## src/rtl/tile_pingpong_ctrl.sv

```systemverilog
module tile_pingpong_ctrl #(
  parameter int CNT_W = 16
) (
  input  logic             clk,
  input  logic             rst_n,
  input  logic             start_i,
  input  logic [CNT_W-1:0] tile_count_i,
  input  logic             fill_done_i,
  input  logic             comp_done_i,
  output logic             fill_req_o,
  output logic             fill_buf_o,
  output logic             comp_req_o,
  output logic             comp_buf_o,
  output logic             finished_o
);

  typedef enum logic [1:0] {S_IDLE, S_PRO, S_RUN, S_FIN} state_t;

  state_t           st;
  logic [CNT_W-1:0] idx, last;
  logic             fill_seen, comp_seen;

  wire              fill_ok  = fill_seen | fill_done_i;
  wire              comp_ok  = comp_seen | comp_done_i;
  wire              release_ = (st == S_RUN) && fill_ok && comp_ok;
  wire [CNT_W-1:0]  idx_nxt  = idx + {{(CNT_W-1){1'b0}}, 1'b1};
  wire              at_last  = (idx == last);
  wire              more     = (idx_nxt < last);

  always_ff @(posedge clk or negedge rst_n) begin
    if (!rst_n) begin
      st         <= S_IDLE;
      idx        <= '0;
      last       <= '0;
      fill_seen  <= 1'b0;
      comp_seen  <= 1'b0;
      fill_req_o <= 1'b0;
      fill_buf_o <= 1'b0;
      comp_req_o <= 1'b0;
      comp_buf_o <= 1'b0;
      finished_o <= 1'b0;
    end else begin
      fill_req_o <= 1'b0;
      comp_req_o <= 1'b0;
      case (st)
        S_IDLE, S_FIN: begin
          if (start_i) begin
            if (tile_count_i == '0) begin
              st         <= S_FIN;
              finished_o <= 1'b1;
            end else begin
              st         <= S_PRO;
              finished_o <= 1'b0;
              last       <= tile_count_i - {{(CNT_W-1){1'b0}}, 1'b1};
              fill_req_o <= 1'b1;
              fill_buf_o <= 1'b0;
            end
          end
        end
        S_PRO: begin
          if (fill_done_i) begin
            st         <= S_RUN;
            idx        <= '0;
            comp_req_o <= 1'b1;
            comp_buf_o <= 1'b0;
            comp_seen  <= 1'b0;
            if (last != '0) begin
              fill_req_o <= 1'b1;
              fill_buf_o <= 1'b1;
              fill_seen  <= 1'b0;
            end else begin
              fill_seen  <= 1'b1;
            end
          end
        end
        S_RUN: begin
          fill_seen <= fill_ok;
          comp_seen <= comp_ok;
          if (release_) begin
            if (at_last) begin
              st         <= S_FIN;
              finished_o <= 1'b1;
            end else begin
              idx        <= idx_nxt;
              comp_req_o <= 1'b1;
              comp_buf_o <= ~comp_buf_o;
              comp_seen  <= 1'b0;
              if (more) begin
                fill_req_o <= 1'b1;
                fill_buf_o <= comp_buf_o;
                fill_seen  <= 1'b0;
              end else begin
                fill_seen  <= 1'b1;
              end
            end
          end
        end
        default: st <= S_IDLE;
      endcase
    end
  end

  AST_BUFS_DIFFER: assert property (@(posedge clk) disable iff (!rst_n)
    (fill_req_o && comp_req_o) |-> (fill_buf_o != comp_buf_o));

  AST_SWAP_ON_RELEASE: assert property (@(posedge clk) disable iff (!rst_n)
    (comp_req_o && $past(st == S_RUN)) |-> (comp_buf_o != $past(comp_buf_o)));

  AST_COMP_NEEDS_DONE: assert property (@(posedge clk) disable iff (!rst_n)
    comp_req_o |-> $past(fill_done_i || comp_done_i));

  AST_FILL_CAUSE: assert property (@(posedge clk) disable iff (!rst_n)
    fill_req_o |-> $past(start_i || fill_done_i || comp_done_i));

  AST_FIN_QUIET: assert property (@(posedge clk) disable iff (!rst_n)
    finished_o |-> (!fill_req_o && !comp_req_o));

  AST_FIN_CAUSE: assert property (@(posedge clk) disable iff (!rst_n)
    $rose(finished_o) |-> $past(start_i || comp_done_i));

endmodule

```

## config.mk

```make
export PLATFORM = sky130hd
export DESIGN_NAME = tile_pingpong_ctrl
export DESIGN_NICKNAME = d
export VERILOG_FILES = /design/src/rtl/tile_pingpong_ctrl.sv
export SDC_FILE = /design/constraint.sdc
export NUM_CORES = 1
export LEC_CHECK = 0
export ABC_AREA = 0
export BUFFER_PORTS_ARGS = -buffer_cell sky130_fd_sc_hd__buf_2
export CAP_MARGIN = 10
export CORE_MARGIN = 5
export CORE_UTILIZATION = 39
export CTS_CLUSTER_SIZE = 28
export DETAILED_ROUTE_END_ITERATION = 12
export PLACE_DENSITY = 0.57
export SYNTH_ARGS = -nofsm -noshare
export SYNTH_HDL_FRONTEND = slang
export SYNTH_SLANG_ARGS = --single-unit
```

## constraint.sdc

```tcl
create_clock -name clk -period 3.25 [get_ports clk]
set_input_delay 0.325 -clock clk [delete_from_list [all_inputs] [get_ports clk]]
set_output_delay 0.325 -clock clk [all_outputs]
set_load 0.02 [all_outputs]
```

# After elaboration in Yosys (flattened, before gate mapping)
# Index checks and enable logic that the tools add are counted.
[totals]
reg_bits = 41
output_inout_bits = 5
elab_cells = 91
[op_classes]
addsub = 2
n_lt_le_gt_ge = 1
n_eq_ne = 12
n_mux = 48
bitwise_logic = 4
reduce_logical = 14
[ops]
columns = ["op", "count"]
rows = [
  ["$mux 16", 3],
  ["$pmux 16 s2", 1],
  ["$mux 1", 31],
  ["$add 16x1->16 const B", 1],
  ["$eq 16x16->1", 1],
  ["$logic_not 16->1", 1],
  ["$lt 16x16->1", 1],
  ["$ne 2x2->1 const B", 8],
  ["$reduce_bool 16->1", 1],
  ["$sub 16x1->16 const B", 1],
  ["$reduce_and 4->1", 3],
  ["$mux 2", 5],
  ["$pmux 1 s2", 5],
  ["$reduce_and 7->1", 1],
  ["$pmux 1 s3", 2],
  ["$pmux 2 s3", 1],
  ["$eq 2x2->1 const B", 2],
  ["$reduce_bool 2->1", 2],
  ["$reduce_and 3->1", 1],
  ["$eq 2x1->1 const B", 1],
  ["$logic_and 1x1->1", 2],
  ["$logic_not 2->1", 1],
  ["$not 1->1", 2],
  ["$or 1x1->1", 2],
  ["other kinds (2)", 2],
]

# Depth between registers and ports, before layout
# Gate-level depths: netlist of the first run.
[logic_depth]
depth_word = 6
ltp_mapped = 13

# Worst setup path before layout of the first run
# OpenSTA, ideal clock, no wires.
[synth_path]
path_kind = "register to register"
from = "reg idx[6]"
to = "reg fill_buf_o"
setup_ns = 0.128
t_arrival_ns = 3.100
required_ns = 3.122
path_slack_ns = 0.023
path_stages_with_launch = 14
n_path_buf = 1
path_cell_list = "dfrtp_1 > buf_2 > nand3_1 > nor4_2 > nand3_1 > o21ai_0 > nand2_1 > ha_1 > nand4_1 > or3_1 > a2111oi_0 > nor4_1 > o211ai_2 > mux2_1"
[synth_between]
elab_chain_len = 4
elab_cells_between_ends = 6
classes_between = "1 x add/sub; 1 x order compare; 3 x eq/ne; 1 x reduce/logical"
[synth_lines]
columns = ["element", "line", "text"]
rows = [
  ["start: declaration", "20", "logic [CNT_W-1:0] idx, last;"],
  ["start signal: assignment", "84", "idx <= idx_nxt;"],
  ["$add 16x1->16", "26", "wire [CNT_W-1:0] idx_nxt = idx + {{(CNT_W-1){1'b0}}, 1'b1};"],
  ["$lt 16x16->1", "28", "wire more = (idx_nxt < last);"],
  ["$ne 2x2->1 (no line)", "-", ""],
  ["$reduce_and 7->1 (no line) *", "-", ""],
  ["end signal: assignment", "90", "fill_buf_o <= comp_buf_o;"],
  ["end: declaration", "11", "output logic fill_buf_o,"],
]
# Every way passes the cells marked *; elsewhere a longest branch is shown, timed or not.
# A chain may end at the register's enable or synchronous reset.

# Worst setup path after layout of the first run
[layout_path]
from = "reg idx[1]"
to = "reg fill_buf_o"
# The elaborated chain is that of the path after synthesis.

==> flow_metrics.env, run 1 <==
export IMPL_status="finished, final reports clean"
export IMPL_die_w_um=97.16
export IMPL_clkSinkCount=41
export IMPL_synth_avg_cell_area_um2=8.924
export IMPL_rsz0062_at_grt="yes"
export IMPL_critical_path_required_ns=3.43
export IMPL_die_area_um2=9440
export IMPL_ys_seq_elements=41
export IMPL_areaGrowthSynthToFinish_pct=19.89
export IMPL_synth_ff_type="dfrtp_1"
export IMPL_initial_utilization_pct=40.42
export IMPL_wl_mm=6.988
export IMPL_nFillCells=697
export IMPL_synth_area_leaders="dfrtp_1, ha_1, xor2_1, a21oi_1, nand2_1"
export IMPL_path_max_fanout=3
export IMPL_nNetsFinal=420
export IMPL_skew_ns=0.008302
export IMPL_dp_hpwl_mm=5.359
export IMPL_ys_warn_count=0
export IMPL_hold_buffers=0
export IMPL_clk_pin_slew_ns=0.08
export IMPL_setup_viol=0
export IMPL_dr_pass1_iters=4
export IMPL_fin_crit_ns=3.145
export IMPL_drcViolationCount=0
export IMPL_critPathLaunchType="flop"
export IMPL_cts_root_buffer="clkbuf_8"
export IMPL_cp_slowest_cell="dfrtp_1"
export IMPL_yosysSeqAreaShare_pct=34.63
export IMPL_viasPerCell=5.100
export IMPL_critPathMaxStageDelay_ns=0.41
export IMPL_grt_pass1_vias=2434
export IMPL_slew_headroom_pct=38.79
export IMPL_synth_top_cell_area_share_pct=34.63
export IMPL_grt_overflow=0
export IMPL_row_count=31
export IMPL_die_y_um=97.16
export IMPL_synth_largest_area_cell="dfrtp_1"
export IMPL_antenna_found_initial=0
export IMPL_drive_gt1_share_pct=23.22
export IMPL_ios=26
export IMPL_synth_edf_count=0
export IMPL_coreArea_um2=7331
export IMPL_worstSetupPathType="flop to flop"
export IMPL_drt_iter0_markers=146
export IMPL_synth_cell_area_um2=2963
export IMPL_p_leak_nw=1.793
export IMPL_cap_violations=0
export IMPL_insertion_delay_ns=0.29
export IMPL_htree_num_levels=2
export IMPL_fin_setup_tns_ns=0
export IMPL_cts_buffers_inserted=5
export IMPL_via_count=2438
export IMPL_gp_congestion=0.8739
export IMPL_total_power_mw=2.114
export IMPL_grt_max_degree=42
export IMPL_slew_viol_final=0
export IMPL_grt_pass1_wl_mm=11.97
export IMPL_power_density_nw_per_um2=595.1
export IMPL_cts_tree="done"
export IMPL_clock_path_buffers=2
export IMPL_grtUsageTotal_pct=15.40
export IMPL_syn_nets=374
export IMPL_syn_inst=332
export IMPL_port_buffers=25
export IMPL_hp_class="primary input to asynchronous set/reset pin"
export IMPL_detail_route_antenna_nets=0
export IMPL_crit_arrival_ns=3.33
export IMPL_end_kind="flop"
export IMPL_wl_per_cell_um=14.62
export IMPL_hold_violations=0
export IMPL_stdcell_count=478
export IMPL_async_flop_share_pct=100.0
export IMPL_peakVddDrop_mv=0.4601
export IMPL_post_route_period_util_pct=96.76
export IMPL_clock_fmax_mhz=318.0
export IMPL_diodes=0
export IMPL_tightest_slew_ns=0.9182
export IMPL_path_cells="nand4_1, nor4_4, buf_4, nand3_4, xnor2_2, ha_1, nand4_1, or3_4, a2111oi_4, nor4_4, o211ai_2, mux2_4"
export IMPL_dp_cells=465
export IMPL_ys_types=56
==> registers in the layout, summed over array words and instances, names as in the netlist <==
| name | flops |
|---|---|
| fill_buf_o | 1 |
| fill_seen | 1 |
| comp_seen | 1 |
| comp_req_o | 1 |
| st | 2 |
| fill_req_o | 1 |
| finished_o | 1 |
| idx | 16 |
| comp_buf_o | 1 |
| last | 16 |
==> critical path, delay by kind of cell (launching register included) <==
| kind | cells | cell delay [ns] |
|---|---|---|
| AO/OA/AOI/OAI | 2 | 0.52 |
| XOR/XNOR | 1 | 0.16 |
| adder cells (fa/ha/maj) | 1 | 0.31 |
| buffers and inverters | 1 | 0.19 |
| flip-flops | 1 | 0.41 |
| multiplexers | 1 | 0.31 |
| AND/OR/NAND/NOR | 6 | 1.12 |
==> repair_timing <==
action,CTS,global route
gates resized for setup,8,16
endpoints found under the setup margin,2,2
cloned,0,0
buffers inserted,3,2
pin swaps,4,10
==> cell usage in the layout (no fill, tap or decap), types with 5 or more instances in the layout <==
cell type	synthesis	final
inv_1	24	24
o21ai_1	6	7
dfrtp_1	41	41
clkbuf_8	0	7
xnor2_1	10	9
buf_2	5	25
ha_1	21	19
nor4_1	7	6
a21o_1	10	10
nor2_1	25	25
and3_1	5	5
nand3_1	8	5
nand4_1	5	5
buf_4	3	24
xor2_1	22	22
nand2_1	35	34
a21oi_1	30	30
==> cell families after synthesis <==
logic type               Yosys count  synth area share, %
buffers and inverters             35                5.532
XOR/XNOR                          32                9.459
adder cells (fa/ha/maj)           21                8.868
AND/OR/NAND/NOR                  122                22.51
multiplexers                       5                1.858
AO/OA/AOI/OAI                     76                17.15
flip-flops                        41                34.63
==> stage by stage <==
step	util (%)	setup slack (ns)	cell area [um^2]	hold WS, ns
finish	48.46	0.1053	3552	0.1554
global placement	44.80	0.01910	3284	0.4888
detailed placement	44.80	-0.1503	3284	0.5074
CTS	47.09	0.02617	3452	0.1996
global route	48.46	-0.06142	3552	0.2544
floorplan	-	0.02267	2963	0.02941
==> area by class of cell <==
cell class	count	area, um^2	share of cell area [%]
Clock buffer	7	96.34	2.712
Multi-Input combinational cell	256	1902	53.54
Inverter	25	93.84	2.642
Clock inverter	1	5.005	0.1409
Timing Repair Buffer	49	305.3	8.595
Sequential cell	41	1026	28.88
Tap cell	99	123.9	3.487
==> Yosys cell counts, types with 2 or more instances <==
cell type   n
nor4_1      7
nor2_1     25
or3_1       6
nand3_1     8
nand2b_1    3
o21a_1      3
nor4_2      5
and3_1      5
nand2_1    35
mux2_1      2
nand4_1     5
dfrtp_1    41
buf_6       2
o31ai_1     3
ha_1       21
xor2_1     22
a21oi_1    30
nor2b_1     4
o21ai_0     2
buf_2       5
xnor2_1    10
a31oi_1     2
a21o_1     10
or2_1       5
a22o_1      3
a221o_1     3
nor3_1      4
buf_4       3
o21ai_1     6
or4_1       2
mux2_2      2
inv_1      24
==> final timing paths <==
kind	from	endpoint	slack, ns	depth (start not counted)
setup / recovery	idx[1]$_DFFE_PN0P_	fill_buf_o$_DFFE_PN0P_	0.11	12
hold / removal	rst_n	finished_o$_DFFE_PN0P_	0.16	1
setup reg to reg	idx[1]$_DFFE_PN0P_	fill_buf_o$_DFFE_PN0P_	0.11	12
hold reg to reg	comp_seen$_DFFE_PN0P_	comp_seen$_DFFE_PN0P_	0.53	2
max in group asynchronous	rst_n	last[6]$_DFFE_PN0P_	2.51	1
min in group clk	tile_count_i[0]	last[0]$_DFFE_PN0P_	0.26	2
==> power by group <==
group	internal [mW]	leakage (nW)	switching (mW)
logic	0.362	1.22	0.595
registers	0.660	0.518	0.128
clock network	0.192	0.0542	0.177
==> per-layer routing <==
metal | track usage (%) | share of wire, %
met5 | 0 | 0
met4 | 4.536 | 1.3
met3 | 2.010 | 2.5
met2 | 23.89 | 45
met1 | 22.31 | 51
No activity file was read; power rests on OpenSTA's default activity.
==> inputs of run 2 (changes only) <==
- ABC_AREA: 0 -> 1
- PLACE_DENSITY: 0.57 -> 0.55
- clock period: 3.25 -> 3.2 ns (I/O delays scaled with it)
==> run 2 against run 1 <==
  * Final cell count is 20% higher
  * Critical path depth increased by 5
  * Clock-buffer cell count shrank 2
  * Critical path type unchanged
  * Largest power group unchanged
==> flow_metrics.env, run 2 <==
export IMPL_htree_num_levels=2
export IMPL_via_count=2649
export IMPL_cap_violations=0
export IMPL_setup_viol=0
export IMPL_syn_nets=487
export IMPL_gp_congestion=0.8687
export IMPL_grt_pass1_wl_mm=12.37
export IMPL_grt_busiest_layer="met1"
export IMPL_fin_setup_tns_ns=0
export IMPL_grt_use_met3_pct=2.571
export IMPL_post_cts_setup_buffer_count=0
export IMPL_crit_arrival_ns=2.76
export IMPL_ios=26
export IMPL_path_cells="ha_1, nand2_1, nor2_2, nand2_1, nor2_2, nand2_1, xor2_1, inv_1, ha_1, nand2_1, inv_1, nand2_1, a21oi_1, nor2_1, a21oi_1, o21ai_0, nand2_1"
export IMPL_antenna_found_initial=0
export IMPL_coreArea_um2=7807
export IMPL_die_w_um=99.81
export IMPL_cts_resized=0
export IMPL_cpLargestDelayFamily="simple AND/OR/NAND/NOR gates"
export IMPL_insertion_delay_ns=0.30
export IMPL_regToRegSetupSlack_ns=0.63
export IMPL_clock_fmax_mhz=388.7
export IMPL_hold_buffers=0
export IMPL_clk_pin_slew_ns=0.09
export IMPL_largestRegisters="idx (16), last (16), st (2)"
export IMPL_post_route_period_util_pct=80.40
export IMPL_hold_violations=0
export IMPL_synth_area_leaders="dfrtp_1, nand2_1, ha_1, inv_1, nor2_1"
export IMPL_slew_headroom_pct=37.60
export IMPL_yosysSeqAreaShare_pct=32.62
export IMPL_path_buf_inv=2
export IMPL_syn_inst=445
export IMPL_cp_common_cell="nand2_1"
export IMPL_dr_pass1_iters=4
export IMPL_synth_edf_count=0
export IMPL_grt_overflow=0
export IMPL_synth_cell_area_um2=3146
export IMPL_total_power_mw=2.318
export IMPL_dp_hpwl_mm=5.679
export IMPL_diodes=0
export IMPL_die_y_um=99.81
export IMPL_synth_top_cell_area_share_pct=32.62
export IMPL_clock_path_buffers=2
export IMPL_critical_path_required_ns=3.39
export IMPL_synth_largest_area_cell="dfrtp_1"
export IMPL_grtUsageTotal_pct=15.54
export IMPL_grt_max_degree=42
export IMPL_ys_types=33
export IMPL_ys_seq_elements=41
export IMPL_critPathMaxStageDelay_ns=0.45
export IMPL_cts_buffers_inserted=5
export IMPL_ys_top_cells_by_count="nand2_1, inv_1, nor2_1"
export IMPL_rsz0062_at_grt="no"
export IMPL_fin_crit_ns=2.573
export IMPL_async_flop_share_pct=100.0
export IMPL_slew_viol_final=0
export IMPL_final_cell_mix="nand2_1, inv_1, nor2_1"
export IMPL_drive_gt1_share_pct=12.55
export IMPL_cp_slowest_cell="dfrtp_1"
export IMPL_detail_route_antenna_nets=0
export IMPL_end_kind="flop"
export IMPL_r2r_start="idx[0]$_DFFE_PN0P_"
export IMPL_wl_per_cell_um=12.61
export IMPL_initial_utilization_pct=40.29
export IMPL_mostFrequentLayoutCell="nand2_1"
export IMPL_areaGrowthSynthToFinish_pct=8.552
export IMPL_power_density_nw_per_um2=678.9
export IMPL_cts_tree="done"
export IMPL_cts_root_buffer="clkbuf_8"
export IMPL_tightest_slew_ns=0.9360
export IMPL_skew_ns=0.009365
export IMPL_critPathLaunchType="flop"
export IMPL_hp_class="primary input to asynchronous set/reset pin"
export IMPL_peakVddDrop_mv=0.3858
export IMPL_status="finished, final reports clean"
export IMPL_worstSetupPathType="flop to flop"
export IMPL_grt_use_met1_pct=23.59
export IMPL_path_max_fanout=6
export IMPL_clkSinkCount=41
export IMPL_drt_iter0_markers=122
export IMPL_p_leak_nw=1.755
export IMPL_whs_ns=0.1607
export IMPL_viasPerCell=4.631
export IMPL_reg2regPathDepth=17
export IMPL_nNetsFinal=511
export IMPL_synth_most_common_cell="nand2_1"
export IMPL_port_buffers=25
export IMPL_wl_mm=7.211
export IMPL_die_area_um2=9961
export IMPL_row_count=32
export IMPL_synth_avg_cell_area_um2=7.069
export IMPL_r2r_end="fill_buf_o$_DFFE_PN0P_"
export IMPL_met2_usage_pct=22.42
export IMPL_synth_ff_type="dfrtp_1"
export IMPL_ys_warn_count=0
export IMPL_grt_pass1_vias=2614
export IMPL_drcViolationCount=0
run 2: changes by cell type in the layout (fill, tap and decap cells not counted), moves of 5 or more:
cell / before / now
nor4_1: 6 / 0
a21o_1: 10 / 1
a21oi_1: 30 / 13
nand3_1: 5 / 13
inv_1: 24 / 59
buf_4: 24 / 0
o21ai_0: 0 / 28
and3_1: 5 / 0
nor2_1: 25 / 46
nand2_1: 34 / 144
run 2: area by class of cell:
cell class,instances,area (um^2)
Sequential cell,41,1026
Fill cell,871,4393
Clock buffer,5,68.82
Timing Repair Buffer,25,125.1
Tap cell,102,127.6
Inverter,63,236.5
Clock inverter,3,21.27
Multi-Input combinational cell,333,1809
run 2: power by group:
part           leakage [nW]  internal, mW  switching [mW]
Sequential            0.535         0.679           0.144
Clock                0.0445         0.155           0.204
Combinational          1.17         0.383           0.753
Total                  1.75          1.22            1.10
run 2: how the worst max path moves through the flow:
stage	start	to	slack [ns]	cells after the start
6_report	idx[0]$_DFFE_PN0P_	fill_buf_o$_DFFE_PN0P_	0.63	17
5_1_grt	idx[0]$_DFFE_PN0P_	fill_req_o$_DFF_PN0_	0.30	18
4_1_cts	idx[0]$_DFFE_PN0P_	fill_buf_o$_DFFE_PN0P_	0.63	18
3_5_place_dp	idx[0]$_DFFE_PN0P_	fill_req_o$_DFF_PN0_	0.65	18
3_3_place_gp	idx[0]$_DFFE_PN0P_	fill_buf_o$_DFFE_PN0P_	0.73	18
2_1_floorplan	idx[0]$_DFFE_PN0P_	fill_buf_o$_DFFE_PN0P_	0.90	18
run 2: cell families after synthesis:
kind of cell	after synthesis	share of synthesized area, %
and+or+nand+nor	232	32.18
DFF	41	32.62
adders and majority gates	21	8.353
AOI/OAI and AO/OA	54	9.746
xor gates and xnor gates	26	7.240
buffers and inverters	71	9.865
run 2: per-stage QoR:
stage	area, um^2	utilization (%)	setup slack, ns	instances
floorplan	3146	-	0.9033	445
global placement	3324	42.58	0.7262	564
detailed placement	3324	42.58	0.6515	564
CTS	3415	43.73	0.6315	572
global route	3415	43.73	0.3021	572
finish	3415	43.73	0.6271	572
run 2: routing by layer:
metal,vias up,share of wire [%]
met1,1157,54
met5,-,0
met3,6,3.9
met2,48,41
li1,1438,-
met4,0,1.7
==> inputs of run 3 (changes only) <==
- clock period: 3.2 -> 2.47 ns (I/O delays scaled with it)
==> run 3 against run 2 <==
  * Die area unchanged
  * Clock-buffer cell count unchanged
  * Worst setup slack worse by 0.60 ns
  * First-iteration DRC count up 32%
==> flow_metrics.env, run 3 (same netlist as run 2, synthesis figures left out) <==
export IMPL_die_y_um=99.81
export IMPL_grt_max_degree=42
export IMPL_htree_num_levels=2
export IMPL_coreArea_um2=7807
export IMPL_crit_arrival_ns=2.62
export IMPL_power_density_nw_per_um2=824.7
export IMPL_path_max_fanout=3
export IMPL_worstSetupPathType="flop to flop"
export IMPL_critical_path_required_ns=2.65
export IMPL_nNetsFinal=531
export IMPL_areaGrowthSynthToFinish_pct=15.67
export IMPL_row_count=32
export IMPL_p_leak_nw=1.855
export IMPL_fin_crit_ns=2.440
export IMPL_final_cell_area_um2=3638
export IMPL_slew_viol_final=0
export IMPL_grtUsageTotal_pct=16.06
export IMPL_hp_class="primary input to asynchronous set/reset pin"
export IMPL_diodes=0
export IMPL_drt_iter0_markers=161
export IMPL_post_route_period_util_pct=98.77
export IMPL_cap_violations=0
export IMPL_drcViolationCount=0
export IMPL_detail_route_antenna_nets=0
export IMPL_final_cell_mix="nand2_1, inv_1, nor2_1"
export IMPL_die_area_um2=9961
export IMPL_gp_congestion=0.9260
export IMPL_peakVddDrop_mv=0.5303
export IMPL_clock_path_buffers=2
export IMPL_port_buffers=25
export IMPL_wl_mm=7.440
export IMPL_mostFrequentLayoutCell="nand2_1"
export IMPL_grt_overflow=0
export IMPL_drive_gt1_share_pct=19.59
export IMPL_dp_hpwl_mm=5.891
export IMPL_initial_utilization_pct=40.29
export IMPL_hold_buffers=0
export IMPL_ios=26
export IMPL_multiInputGateArea_um2=1882
export IMPL_clk_pin_slew_ns=0.09
export IMPL_register_area_um2=1027
export IMPL_end_kind="flop"
export IMPL_antenna_found_initial=0
export IMPL_die_w_um=99.81
export IMPL_tightest_slew_ns=0.9260
export IMPL_critPathLaunchType="flop"
export IMPL_cp_startpoint="idx[1]$_DFFE_PN0P_"
export IMPL_cts_root_buffer="clkbuf_8"
export IMPL_slew_headroom_pct=38.26
export IMPL_hold_violations=0
export IMPL_nFillCells=807
export IMPL_dr_pass1_iters=4
export IMPL_viasPerCell=4.679
export IMPL_clock_fmax_mhz=409.9
export IMPL_total_power_mw=3.001
export IMPL_grt_pass1_wl_mm=12.87
export IMPL_clkSinkCount=41
export IMPL_cts_buffers_inserted=5
export IMPL_status="finished, final reports clean"
export IMPL_r2r_start="idx[1]$_DFFE_PN0P_"
export IMPL_via_count=2770
export IMPL_place_area_um2=3430
export IMPL_rsz0062_at_grt="yes"
export IMPL_largestRegisters="idx (16), last (16), st (2)"
export IMPL_insertion_delay_ns=0.30
export IMPL_cts_tree="done"
export IMPL_setup_viol=0
export IMPL_wl_per_cell_um=12.57
export IMPL_skew_ns=0.01054
export IMPL_grt_pass1_vias=2694
[run 3: area by class of cell]
class | instances | area share [%]
clock buffer | 5 | 1.891
inverter | 63 | 6.499
timing repair buffer | 45 | 7.565
clock inverter | 3 | 0.5846
tap | 102 | 3.508
multi-input combinational | 333 | 51.72
sequential | 41 | 28.23
[run 3: worst paths after layout]
path,endpoint,slack (ns),depth (start not counted)
min,idx[2]$_DFFE_PN0P_,0.08,1
min in group clk,last[0]$_DFFE_PN0P_,0.14,2
min reg2reg,finished_o$_DFFE_PN0P_,0.49,2
max reg2reg,fill_req_o$_DFF_PN0_,0.03,16
max,fill_req_o$_DFF_PN0_,0.03,16
max in group asynchronous,idx[7]$_DFFE_PN0P_,1.76,1
[run 3: routing by layer]
metal	part of all wire [%]	track usage, %	wire length [um]	vias to the layer above
met5	0	0	0	-
met4	2.1	4.307	154	0
met3	4.2	2.571	316	11
met2	43	24.58	3225	56
met1	50	23.47	3744	1221
li1	-	-	-	1482
[run 3: repair_timing]
action                                  4_1_cts  5_1_grt
gates resized for setup                       0       21
pin swaps                                     0        9
buffers inserted                              1        5
endpoints found under the setup margin        1        3
[run 3: power breakdown]
group          leakage (nW)  switching (mW)  internal (mW)  total, mW
Clock                0.0445           0.257          0.201      0.458
Combinational          1.28           0.972          0.516       1.49
Sequential            0.534           0.174          0.880       1.05
Total                  1.86            1.40           1.60       3.00
[run 3: through the flow]
| stage | setup slack, ns | TNS (ns) | hold WS, ns | util, % | cells |
|---|---|---|---|---|---|
| floorplan | 0.1733 | 0 | -0.04859 | - | 445 |
| global placement | 0.05437 | 0 | 0.4577 | 43.93 | 578 |
| detailed placement | 0.03811 | 0 | 0.4514 | 43.93 | 578 |
| CTS | 0.01405 | 0 | 0.1252 | 45.18 | 587 |
| global route | -0.1920 | -0.5665 | 0.1561 | 46.60 | 592 |
| finish | 0.03040 | 0 | 0.08230 | 46.60 | 592 |
[run 3: critical path, stage by stage (launching register included)]
cell and delay (ns):
dfrtp_1 0.39, ha_2 0.20, nand2_2 0.06, nor2_4 0.14, nand2_2 0.09, nor2_4 0.10, nand2_2 0.08, nor2_4 0.12
xor2_2 0.08, ha_1 0.30, nand4_1 0.13, nor3_1 0.21, nand2_1 0.12, nand2_2 0.08, nor2_1 0.04, o21ai_1 0.12
nand2_1 0.06
